## src/rtl/spi_host_pkg.sv

```systemverilog
package spi_host_pkg;
    localparam logic [6:0] A_GIE  = 7'h1C;
    localparam logic [6:0] A_ISR  = 7'h20;
    localparam logic [6:0] A_IER  = 7'h28;
    localparam logic [6:0] A_SRST = 7'h40;
    localparam logic [6:0] A_CTL  = 7'h60;
    localparam logic [6:0] A_STAT = 7'h64;
    localparam logic [6:0] A_TXD  = 7'h68;
    localparam logic [6:0] A_RXD  = 7'h6C;
    localparam logic [6:0] A_SEL  = 7'h70;

    localparam int C_LOOP  = 0;
    localparam int C_EN    = 1;
    localparam int C_MAST  = 2;
    localparam int C_CPOL  = 3;
    localparam int C_CPHA  = 4;
    localparam int C_TXCLR = 5;
    localparam int C_RXCLR = 6;
    localparam int C_MAN   = 7;
    localparam int C_HOLD  = 8;
    localparam int C_LSB   = 9;

    localparam int I_MFLT  = 0;
    localparam int I_TXE   = 2;
    localparam int I_TXDRP = 3;
    localparam int I_RXF   = 4;
    localparam int I_RXOVR = 5;
    localparam int I_TXH   = 6;

    localparam logic [31:0] SRST_KEY = 32'h0000_000A;
endpackage

```

## src/rtl/spi_word_fifo.sv

```systemverilog
module spi_word_fifo #(
    parameter int W     = 8,
    parameter int DEPTH = 4,
    localparam int CW   = $clog2(DEPTH + 1),
    localparam int PW   = (DEPTH > 1) ? $clog2(DEPTH) : 1
) (
    input  logic          clk,
    input  logic          rst_n,
    input  logic          flush,
    input  logic          push,
    input  logic [W-1:0]  din,
    input  logic          pop,
    output logic [W-1:0]  dout,
    output logic [CW-1:0] count
);
    typedef struct packed {
        logic [PW-1:0] wr;
        logic [PW-1:0] rd;
        logic [CW-1:0] cnt;
    } fifo_st_t;

    fifo_st_t st_q, st_d;
    logic [W-1:0] mem_q [DEPTH];
    logic push_ok, pop_ok;

    always_comb begin
        st_d    = st_q;
        push_ok = push && !flush && (st_q.cnt != CW'(DEPTH));
        pop_ok  = pop && !flush && (st_q.cnt != '0);
        if (push_ok) st_d.wr = (st_q.wr == PW'(DEPTH - 1)) ? '0 : st_q.wr + 1'b1;
        if (pop_ok)  st_d.rd = (st_q.rd == PW'(DEPTH - 1)) ? '0 : st_q.rd + 1'b1;
        st_d.cnt = st_q.cnt + CW'(push_ok) - CW'(pop_ok);
        if (flush) st_d = '0;
    end

    always_ff @(posedge clk or negedge rst_n) begin
        if (!rst_n) st_q <= '0;
        else        st_q <= st_d;
    end

    always_ff @(posedge clk) begin
        if (push_ok) mem_q[st_q.wr] <= din;
    end

    assign dout  = mem_q[st_q.rd];
    assign count = st_q.cnt;

    AST_NO_OVERFLOW: assert property (@(posedge clk) disable iff (!rst_n)
        st_q.cnt <= CW'(DEPTH));
    AST_FULL_DROP: assert property (@(posedge clk) disable iff (!rst_n)
        push && !pop && !flush && st_q.cnt == CW'(DEPTH) |=> st_q.cnt == CW'(DEPTH));
    AST_EMPTY_POP_STABLE: assert property (@(posedge clk) disable iff (!rst_n)
        pop && !push && !flush && st_q.cnt == '0 |=> st_q.cnt == '0);
endmodule

```

## src/rtl/spi_shift_engine.sv

```systemverilog
module spi_shift_engine #(
    parameter int W       = 8,
    parameter int CLK_DIV = 2,
    localparam int HW     = $clog2(2 * W),
    localparam int DW     = (CLK_DIV > 1) ? $clog2(CLK_DIV) : 1
) (
    input  logic         clk,
    input  logic         rst_n,
    input  logic         clr,
    input  logic         cpol,
    input  logic         cpha,
    input  logic         lsb,
    input  logic         loop,
    input  logic         start,
    input  logic [W-1:0] word_in,
    input  logic         miso,
    output logic         busy,
    output logic         done,
    output logic [W-1:0] word_out,
    output logic         sclk,
    output logic         mosi
);
    typedef struct packed {
        logic          busy;
        logic          ph;
        logic [HW-1:0] hcnt;
        logic [DW-1:0] div;
        logic [W-1:0]  txsh;
        logic [W-1:0]  rxsh;
        logic          mo;
    } eng_st_t;

    eng_st_t e_q, e_d;
    logic [W-1:0] load_w;
    logic         sample_edge;
    logic         din;

    function automatic logic [W-1:0] flip(input logic [W-1:0] v);
        for (int i = 0; i < W; i++) flip[i] = v[W-1-i];
    endfunction

    always_comb begin
        e_d         = e_q;
        done        = 1'b0;
        load_w      = lsb ? flip(word_in) : word_in;
        din         = loop ? e_q.mo : miso;
        sample_edge = (e_q.hcnt[0] == 1'b0) ^ cpha;
        if (clr) begin
            e_d = '0;
        end else if (!e_q.busy) begin
            if (start) begin
                e_d.busy = 1'b1;
                e_d.ph   = 1'b0;
                e_d.hcnt = '0;
                e_d.div  = '0;
                e_d.txsh = load_w;
                if (!cpha) begin
                    e_d.mo   = load_w[W-1];
                    e_d.txsh = load_w << 1;
                end
            end
        end else if (e_q.div == DW'(CLK_DIV - 1)) begin
            e_d.div  = '0;
            e_d.ph   = !e_q.ph;
            e_d.hcnt = e_q.hcnt + 1'b1;
            if (sample_edge) begin
                e_d.rxsh = {e_q.rxsh[W-2:0], din};
            end else begin
                e_d.mo   = e_q.txsh[W-1];
                e_d.txsh = e_q.txsh << 1;
            end
            if (e_q.hcnt == HW'(2 * W - 1)) begin
                e_d.busy = 1'b0;
                done     = 1'b1;
            end
        end else begin
            e_d.div = e_q.div + 1'b1;
        end
        word_out = lsb ? flip(e_d.rxsh) : e_d.rxsh;
    end

    always_ff @(posedge clk or negedge rst_n) begin
        if (!rst_n) e_q <= '0;
        else        e_q <= e_d;
    end

    assign busy = e_q.busy;
    assign sclk = e_q.ph ^ cpol;
    assign mosi = e_q.mo;

    AST_PHASE_IDLE: assert property (@(posedge clk) disable iff (!rst_n)
        !e_q.busy |-> !e_q.ph);
endmodule

```

## src/rtl/spi_host_top.sv

```systemverilog
module spi_host_top
    import spi_host_pkg::*;
#(
    parameter int W       = 8,
    parameter int DEPTH   = 4,
    parameter int CLK_DIV = 2,
    parameter int NUM_SS  = 4,
    localparam int CW     = $clog2(DEPTH + 1),
    localparam int HALF   = DEPTH / 2
) (
    input  logic              clk,
    input  logic              rst_n,
    input  logic              bus_wr,
    input  logic              bus_rd,
    input  logic [6:0]        bus_addr,
    input  logic [31:0]       bus_wdata,
    output logic [31:0]       bus_rdata,
    output logic              sclk,
    output logic              mosi,
    input  logic              miso,
    output logic [NUM_SS-1:0] ss_n,
    input  logic              fault_n,
    output logic              irq
);
    typedef struct packed {
        logic [9:0]        ctl;
        logic [NUM_SS-1:0] sel;
        logic              gie;
        logic [6:0]        isr;
        logic [6:0]        ier;
        logic              mf;
    } regs_t;

    localparam regs_t RST = '{ctl: '0, sel: '1, gie: 1'b0, isr: '0, ier: '0, mf: 1'b0};

    regs_t r_q, r_d;
    logic srst, tx_flush, rx_flush, go, eng_busy, eng_done;
    logic tx_push, rx_pop, tx_push_ok, rx_pop_ok, rx_push_ok, tx_pop_ok;
    logic [CW-1:0] tx_cnt, rx_cnt, tx_nx, rx_nx;
    logic [W-1:0]  tx_dout, rx_dout, rx_word;
    logic [6:0]    ev;

    always_comb begin
        r_d      = r_q;
        srst     = bus_wr && bus_addr == A_SRST && bus_wdata == SRST_KEY;
        tx_flush = srst || (bus_wr && bus_addr == A_CTL && bus_wdata[C_TXCLR]);
        rx_flush = srst || (bus_wr && bus_addr == A_CTL && bus_wdata[C_RXCLR]);
        tx_push  = bus_wr && bus_addr == A_TXD;
        rx_pop   = bus_rd && bus_addr == A_RXD;
        go       = r_q.ctl[C_EN] && r_q.ctl[C_MAST] && !r_q.ctl[C_HOLD]
                   && tx_cnt != '0 && !eng_busy && !srst;

        tx_push_ok = tx_push && tx_cnt != CW'(DEPTH);
        tx_pop_ok  = go;
        rx_push_ok = eng_done && rx_cnt != CW'(DEPTH);
        rx_pop_ok  = rx_pop && rx_cnt != '0;
        tx_nx = tx_cnt + CW'(tx_push_ok) - CW'(tx_pop_ok);
        rx_nx = rx_cnt + CW'(rx_push_ok) - CW'(rx_pop_ok);

        ev          = '0;
        ev[I_MFLT]  = r_q.ctl[C_EN] && r_q.ctl[C_MAST] && !fault_n;
        ev[I_TXE]   = eng_done && tx_cnt == '0;
        ev[I_TXDRP] = tx_push && !tx_push_ok;
        ev[I_RXF]   = rx_cnt != CW'(DEPTH) && rx_nx == CW'(DEPTH);
        ev[I_RXOVR] = eng_done && !rx_push_ok;
        ev[I_TXH]   = tx_cnt > CW'(HALF) && tx_nx == CW'(HALF);

        if (bus_wr) begin
            case (bus_addr)
                A_CTL: r_d.ctl = bus_wdata[9:0] & ~(10'b1 << C_TXCLR) & ~(10'b1 << C_RXCLR);
                A_SEL: r_d.sel = bus_wdata[NUM_SS-1:0];
                A_GIE: r_d.gie = bus_wdata[31];
                A_IER: r_d.ier = bus_wdata[6:0];
                A_ISR: r_d.isr = r_q.isr & ~bus_wdata[6:0];
                default: ;
            endcase
        end
        if (bus_rd && bus_addr == A_STAT) r_d.mf = 1'b0;
        if (ev[I_MFLT]) r_d.mf = 1'b1;
        r_d.isr = r_d.isr | ev;
        if (srst) r_d = RST;

        bus_rdata = '0;
        case (bus_addr)
            A_CTL:  bus_rdata[9:0] = r_q.ctl;
            A_STAT: bus_rdata[4:0] = {r_q.mf, tx_cnt == CW'(DEPTH), tx_cnt == '0,
                                      rx_cnt == CW'(DEPTH), rx_cnt == '0};
            A_RXD:  bus_rdata[W-1:0] = (rx_cnt != '0) ? rx_dout : '0;
            A_SEL:  bus_rdata[NUM_SS-1:0] = r_q.sel;
            A_GIE:  bus_rdata[31] = r_q.gie;
            A_ISR:  bus_rdata[6:0] = r_q.isr;
            A_IER:  bus_rdata[6:0] = r_q.ier;
            default: ;
        endcase
    end

    always_ff @(posedge clk or negedge rst_n) begin
        if (!rst_n) r_q <= RST;
        else        r_q <= r_d;
    end

    assign irq  = r_q.gie && |(r_q.isr & r_q.ier);
    assign ss_n = (r_q.ctl[C_MAN] || eng_busy) ? r_q.sel : '1;

    spi_word_fifo #(.W(W), .DEPTH(DEPTH)) u_txq (
        .clk(clk), .rst_n(rst_n), .flush(tx_flush), .push(tx_push),
        .din(bus_wdata[W-1:0]), .pop(tx_pop_ok), .dout(tx_dout), .count(tx_cnt));

    spi_word_fifo #(.W(W), .DEPTH(DEPTH)) u_rxq (
        .clk(clk), .rst_n(rst_n), .flush(rx_flush), .push(eng_done),
        .din(rx_word), .pop(rx_pop), .dout(rx_dout), .count(rx_cnt));

    spi_shift_engine #(.W(W), .CLK_DIV(CLK_DIV)) u_eng (
        .clk(clk), .rst_n(rst_n), .clr(srst), .cpol(r_q.ctl[C_CPOL]),
        .cpha(r_q.ctl[C_CPHA]), .lsb(r_q.ctl[C_LSB]), .loop(r_q.ctl[C_LOOP]),
        .start(go), .word_in(tx_dout), .miso(miso), .busy(eng_busy),
        .done(eng_done), .word_out(rx_word), .sclk(sclk), .mosi(mosi));

    AST_HOLD_BLOCKS_START: assert property (@(posedge clk) disable iff (!rst_n)
        r_q.ctl[C_HOLD] && !eng_busy |=> !eng_busy);
    AST_SRST_CLEARS_CTL: assert property (@(posedge clk) disable iff (!rst_n)
        srst |=> r_q.ctl == '0 && !eng_busy);
endmodule

```

## config.mk

```make
export PLATFORM = sky130hd
export DESIGN_NAME = spi_host_top
export DESIGN_NICKNAME = d
export VERILOG_FILES = /design/src/rtl/spi_host_pkg.sv /design/src/rtl/spi_word_fifo.sv /design/src/rtl/spi_shift_engine.sv /design/src/rtl/spi_host_top.sv
export SDC_FILE = /design/constraint.sdc
export NUM_CORES = 1
export LEC_CHECK = 0
export BUFFER_PORTS_ARGS = -buffer_cell sky130_fd_sc_hd__buf_4
export CAP_MARGIN = 15
export CORE_UTILIZATION = 50
export DETAILED_ROUTE_END_ITERATION = 7
export GPL_ROUTABILITY_DRIVEN = 0
export PLACE_DENSITY = 0.7
export SYNTH_ARGS = -nofsm -noshare
export SYNTH_HDL_FRONTEND = slang
export SYNTH_SLANG_ARGS = --single-unit
```

## constraint.sdc

```tcl
create_clock -name clk -period 3.25 [get_ports clk]
set_input_delay 0.1625 -clock clk [delete_from_list [all_inputs] [get_ports clk]]
set_output_delay 0.1625 -clock clk [all_outputs]
set_load 0.02 [all_outputs]
```

==> reports/summary.txt, run 1 <==
Crit path buf inv count -> 4
Power per cell area -> 561 nW/um^2
GR Util met3 -> 0.0656
Asr flop ratio synth -> 0.508
Hold crit path type -> in -> reg
CTS tree -> built
Crit path max-delay cell type -> dlygate4sd3_1
Layout cell share with drive strength beyond 1 -> 0.231
Total number of vias -> 4,968
Drt initial violations -> 498
Required time worst endpoint -> 3600 ps
Startpoint Class -> input pin
Number of fill cells in the layout -> 1,102
Post-route cell area -> 7960 um^2
Synth Flop Type -> edfxtp_1
CTS H-Tree Depth -> 4
WP depth -> 14
Psw -> 0.00125 W
Synth top area cells -> edfxtp_1, dfrtp_1, mux4_2
Vias in the first global route -> 4,945
Critical path origin -> bus_wdata[4]
Hold path startpoint -> bus_wdata[3]
Crit Path Category -> in -> reg
Yosys warning total -> 0
DRT Pass-1 Iters -> 5
Initial Util -> 0.514
Post-synth EDFFs -> 64
Antenna Nets Post-Route -> 0
Rows -> 42
Relative slew slack -> 0.385
CP cell instances -> dlygate4sd3_1, buf_4, nor4b_1, nand4_1, nor3_4, nor2_1, ha_1, inv_1, ha_1, inv_1, fa_1, nor3_1, o311ai_0, a21oi_1
Worst Max-Slew Pin Slew -> 914 ps
Crit. End Element -> register
IO Port Bufs -> 62
Worst R2R Setup Slack -> 340 ps
Top delay family on crit path -> simple AND/OR/NAND/NOR gates
Syn_area_per_cell -> 11.7 um^2
Die W -> 119 um
Worst VDD drop -> 0.441 mV
FF-to-FF path depth -> 12
Layout area overhead -> 16.9%
Detailed-route DRC error count -> 0
Gr ovfl total -> 0
Worst r2r src -> u_txq.count[1]
Post-synthesis sequential area ratio -> 0.526
Core Area -> 13,200 um^2
Tmin final -> 3080 ps
Cell area after placement -> 7350 um^2
CTS clk-pin slew, worst paths -> 60 ps
Die area -> 14,100 um^2
Synth Register Bits -> 130
Clk_lat worst skew -> 420 ps
Worst clock skew -> 6.58 ps
DIE HEIGHT -> 119 um
Post-synth top area cell -> edfxtp_1
Total track usage -> 0.253
Final Util -> 0.601
Worst setup endpoint -> r_q[14]
Clock Path Buffers -> 2
Worst hold margin -> 19.4 ps
Final setup violation count -> 0
Total internal power -> 0.00322 W
RR Endpoint -> r_q[14]
IO Pins -> 84
# clock sinks -> 130
Max Slew Vio Count -> 0
Worst Path Max Fanout -> 8
Share of the synthesized area in the top cell type -> 0.282
Initial antenna violation count -> 0
Clock Power Share -> 0.397
Sw frac -> 0.280
Post-CTS setup buffers -> 0
Post-Route WL -> 16,600 um
Part of the cycle the worst path needs -> 0.947
Num CTS Buffers -> 17
Most common cell in the netlist -> edfxtp_1
Met1 usage -> 0.344
MaxCap Viol Count -> 0
Netlist cell types -> 61
Mapped Cells -> 581
Ant. Diodes -> 0
Leakage power -> 3.18 nW
Root buffer selected by CTS -> clkbuf_16
Top cells by count, synth -> edfxtp_1, dfrtp_1, nor2_1, nand2_1
RSZ-0062 raised after global routing -> no
Post-DP HPWL -> 11,500 um
Largest net degree at the start of global routing -> 67
First-pass GRT wire length -> 26,800 um
WP data arrival -> 3420 ps
Final Hold Vio Count -> 0
Grt peak-use layer -> met2
Status -> complete, no violations
Logic pwr share -> 0.155
Setup_tns -> 0 ps
Met2 global-route usage -> 0.397
Achievable Freq -> 0.325 GHz
Vias per inst -> 5.95
Sequential power share -> 0.448
Cell area after synthesis -> 6810 um^2
Post-DR wirelength/cell -> 19.8 um
Largest stage delay, worst path -> 550 ps
NumNets Final -> 715
==> cell usage in the layout, fill, tap and decap left out, types with 15 or more instances in the layout <==
| cell | n |
|---|---|
| edfxtp_1 | 64 |
| a22oi_1 | 15 |
| mux2i_1 | 20 |
| a21oi_1 | 18 |
| clkbuf_16 | 17 |
| nor2_1 | 49 |
| nand2_1 | 47 |
| mux2_2 | 16 |
| inv_1 | 23 |
| buf_4 | 73 |
| conb_1 | 21 |
| nor3_1 | 22 |
| ha_1 | 20 |
| nand3_1 | 17 |
| dfrtp_1 | 62 |
| mux4_2 | 16 |
==> registers in the layout, indices dropped and copies added, names as in the netlist <==
register,count
u_eng.e_q,22
u_txq.count,3
r_q,28
u_rxq.count,3
u_rxq.mem_q,32
u_txq.st_q,4
u_eng.busy,1
u_eng.mosi,1
u_rxq.st_q,4
u_txq.mem_q,32
==> stage by stage <==
step           cells  power (W)  setup slack (ps)
5_1_grt          835    0.00465              23.1
3_3_place_gp     798    0.00267               377
3_5_place_dp     798    0.00271               298
2_1_floorplan    601    0.00248               352
4_1_cts          835    0.00450               175
6_report         835    0.00447               173
==> cells by family after synthesis <==
kind of cell,synth area share
compound gates,0.0851
xor+xnor,0.0154
fa+ha+maj,0.0485
buf+inv,0.0572
flops,0.526
mux,0.109
other cells,0.000551
simple gates,0.159
==> how the worst min path moves through the flow <==
stage | end | slack (ps) | depth (start not counted)
detailed placement | u_txq.st_q[6] | 340 | 1
global placement | u_eng.e_q[10] | 330 | 1
CTS | u_txq.mem_q[3][3] | 0.7 | 1
finish | u_txq.mem_q[0][3] | 20 | 1
global route | u_txq.mem_q[2][3] | 2 | 1
floorplan | r_q[0] | -130 | 0
==> power groups by stage <==
stage / clock [W] / sequential [W] / combinational (W)
after floorplan: 0 / 0.00195 / 0.000531
after global placement: 0 / 0.00202 / 0.000650
after detailed placement: 0 / 0.00203 / 0.000683
after CTS: 0.00180 / 0.00200 / 0.000694
after global routing: 0.00187 / 0.00202 / 0.000769
final: 0.00177 / 0.00200 / 0.000694
==> what timing repair did <==
item / in CTS / in global routing
hold endpoints to repair: 75 / 0
hold buffers: 5 / 0
setup endpoints to repair: 0 / 2
gates resized for setup: 0 / 2
==> metal layers <==
metal,up-vias,wire length [um]
met3,26,1040
met1,2512,7190
met2,190,8040
li1,2240,-
met4,0,308
met5,-,0
==> final cells by class <==
type,count,area [um^2],share of cell area
Tap cell,176,220,0.0277
Sequential cell,130,3580,0.450
Inverter,23,86.3,0.0108
Clock inverter,14,118,0.0148
Multi-Input combinational cell,396,2930,0.368
Timing Repair Buffer,78,598,0.0751
Clock buffer,18,429,0.0539
(Power assumes the default switching activity.)
==> run 2, diff against run 1 <==
Settings changed: CORE_ASPECT_RATIO from default to 1.4, HOLD_SLACK_MARGIN from default to 0.05.
==> run 2 against run 1 <==
Net effect: design area rose by 2.4%; combinational power is 3.3% higher; via count shrank 0.72%; worst setup slack improved by 29 ps; cell count up 2.3%; largest cell class unchanged.
==> reports/summary.txt, run 2 (synthesis gave the netlist of run 1 again) <==
Status -> complete, no violations
Sw frac -> 0.262 (-0.0178)
Most common cell after layout, fill and taps aside -> buf_4
Clk_lat worst skew -> 410 ps (about the same)
RSZ-0062 raised after global routing -> no
Relative slew slack -> 0.364 (-0.0204)
Die area -> 14,100 um^2 (about the same)
Worst Max-Slew Pin Slew -> 945 ps (+30.3 ps)
Power per cell area -> 573 nW/um^2 (+2.2%)
Layout area overhead -> 19.7%
Worst clock skew -> 7.55 ps (+0.968 ps)
CTS H-Tree Depth -> 4 (unchanged)
Gr ovfl total -> 0 (unchanged)
CTS clk-pin slew, worst paths -> 60 ps (about the same)
CTS tree -> built
Hold crit path type -> in -> reg
Highest-count cells in the layout ignoring fill and taps -> buf_4, edfxtp_1, dfrtp_1, nor2_1, nand2_1
IO Pins -> 84 (unchanged)
Largest stage delay, worst path -> 620 ps (+70 ps)
IO Port Bufs -> 62 (unchanged)
Worst R2R Setup Slack -> 540 ps (+200 ps)
Layout cell share with drive strength beyond 1 -> 0.237 (+0.00595)
Post-CTS setup buffers -> 0 (unchanged)
Ant. Diodes -> 0 (unchanged)
Resized Gates After CTS -> 0 (unchanged)
Leakage power -> 3.24 nW (+2.0%)
First-pass GRT wire length -> 26,100 um (-2.5%)
DIE HEIGHT -> 140 um (+18%)
Psw -> 0.00123 W (-2.1%)
Root buffer selected by CTS -> clkbuf_16
Post-DP HPWL -> 11,700 um (+1.1%)
CP cell instances -> dlygate4sd3_1, buf_4, nor4_1, nand4_1, or4_1, nand2_1, nor2_1, ha_1, inv_1, ha_1, inv_1, fa_1, xnor2_1, nor2_1
Worst Path Max Fanout -> 6 (-2)
MaxCap Viol Count -> 0 (unchanged)
Total internal power -> 0.00345 W (+7.2%)
Die W -> 101 um (-15%)
Final Util -> 0.611 (+0.0104)
FF-to-FF path depth -> 11 (-1)
Achievable Freq -> 0.328 GHz (+0.96%)
Initial antenna violation count -> 0 (unchanged)
Largest regs -> u_rxq.mem_q (32), u_txq.mem_q (32), r_q (28)
Antenna Nets Post-Route -> 0 (unchanged)
DRT Pass-1 Iters -> 5 (unchanged)
Total number of vias -> 4,932 (-0.72%)
Post-DR wirelength/cell -> 19.3 um (-2.9%)
Vias per inst -> 5.78 (-2.9%)
Clock Path Buffers -> 2 (unchanged)
Post-Layout Cell Count -> 854 (+2.3%)
Total track usage -> 0.249 (-0.00454)
Placed Cells -> 810 (+1.5%)
Detailed-route DRC error count -> 0 (unchanged)
Drt initial violations -> 351 (-30%)
NumNets Final -> 728 (+1.8%)
Crit Path Category -> in -> reg
Part of the cycle the worst path needs -> 0.938 (-0.00904)
Required time worst endpoint -> 3550 ps (-50 ps)
Rows -> 50 (+19%)
WP data arrival -> 3350 ps (-70 ps)
Post-route cell area -> 8150 um^2 (+2.4%)
Sequential power share -> 0.425 (-0.023)
Worst VDD drop -> 0.480 mV (+8.9%)
Post-Route WL -> 16,500 um (-0.71%)
Setup_tns -> 0 ps (unchanged)
Num CTS Buffers -> 17 (unchanged)
Final Hold Vio Count -> 0 (unchanged)
# clock sinks -> 130 (unchanged)
Clock Power Share -> 0.421 (+0.024)
Worst hold margin -> 82.7 ps (+63.4 ps)
Core Area -> 13,300 um^2 (+0.62%)
Final setup violation count -> 0 (unchanged)
Tmin final -> 3050 ps (-29.4 ps)
Hold Path Depth -> 3 (+2)
Logic pwr share -> 0.154 (about the same)
Crit path max-delay cell type -> or4_1
Crit. End Element -> register
Number of fill cells in the layout -> 1,049 (-4.8%)
Largest net degree at the start of global routing -> 67 (unchanged)
Startpoint Class -> input pin
Max Slew Vio Count -> 0 (unchanged)
Vias in the first global route -> 4,954 (+0.18%)
Initial Util -> 0.511 (-0.00319)
Cell area after placement -> 7410 um^2 (+0.71%)
[run 2: cell types whose count changed in the layout (fill, tap and decap cells not counted), sizes merged]
cell | previous run | this run
clkinvlp | 2 | 5
buf | 73 | 79
bufinv | 1 | 3
clkinv | 10 | 3
dlygate4sd3 | 5 | 12
clkbuf | 18 | 20
[run 2: cell type report]
class	count	area, um^2	area share
multi-input cells	396	2920	0.358
clock buffers	20	467	0.0573
clock inverters	12	155	0.0190
inverters	23	86.3	0.0106
well taps	182	228	0.0279
flip-flops and latches	130	3580	0.439
repair buffers	91	713	0.0875
[run 2: stage by stage]
step	setup slack [ps]	total power, W
6_report	202	0.00467
5_1_grt	19.4	0.00487
4_1_cts	196	0.00470
3_5_place_dp	-62.4	0.00271
3_3_place_gp	-5.20	0.00269
2_1_floorplan	352	0.00248
[run 2: timing repair]
action                                  CTS  global route
hold buffers                             12             0
endpoints found under the setup margin    0             1
hold endpoints to repair                 95             0
[run 2: layer usage]
| metal | share of wire | global-route usage | up-vias |
|---|---|---|---|
| met5 | 0 | 0 | - |
| met4 | 0.036 | 0.116 | 0 |
| met2 | 0.53 | 0.437 | 164 |
| met1 | 0.39 | 0.292 | 2470 |
| met3 | 0.041 | 0.0449 | 34 |
| li1 | - | - | 2264 |
[run 2: critical path, delay by kind of cell]
kind,cells,cell delay (ps)
adders and majority gates,3,770
xor gates and xnor gates,1,170
buffers and inverters,4,820
and+or+nand+nor,6,1440
[run 2: worst paths after layout]
check,from,end
min reg2reg,r_q[15],r_q[15]
min in group asynchronous,rst_n,u_rxq.st_q[5]
max reg2reg,u_txq.count[1],r_q[14]
max,bus_wdata[7],u_txq.count[2]
min,bus_wdata[3],r_q[23]
max in group asynchronous,rst_n,u_eng.e_q[1]
[run 2: power by group through the flow]
stage	combinational [W]	clock (W)	sequential (W)
after global placement	0.000676	0	0.00201
after global routing	0.000791	0.00207	0.00201
final	0.000717	0.00197	0.00199
after floorplan	0.000531	0	0.00195
after detailed placement	0.000697	0	0.00202
after CTS	0.000718	0.00200	0.00199
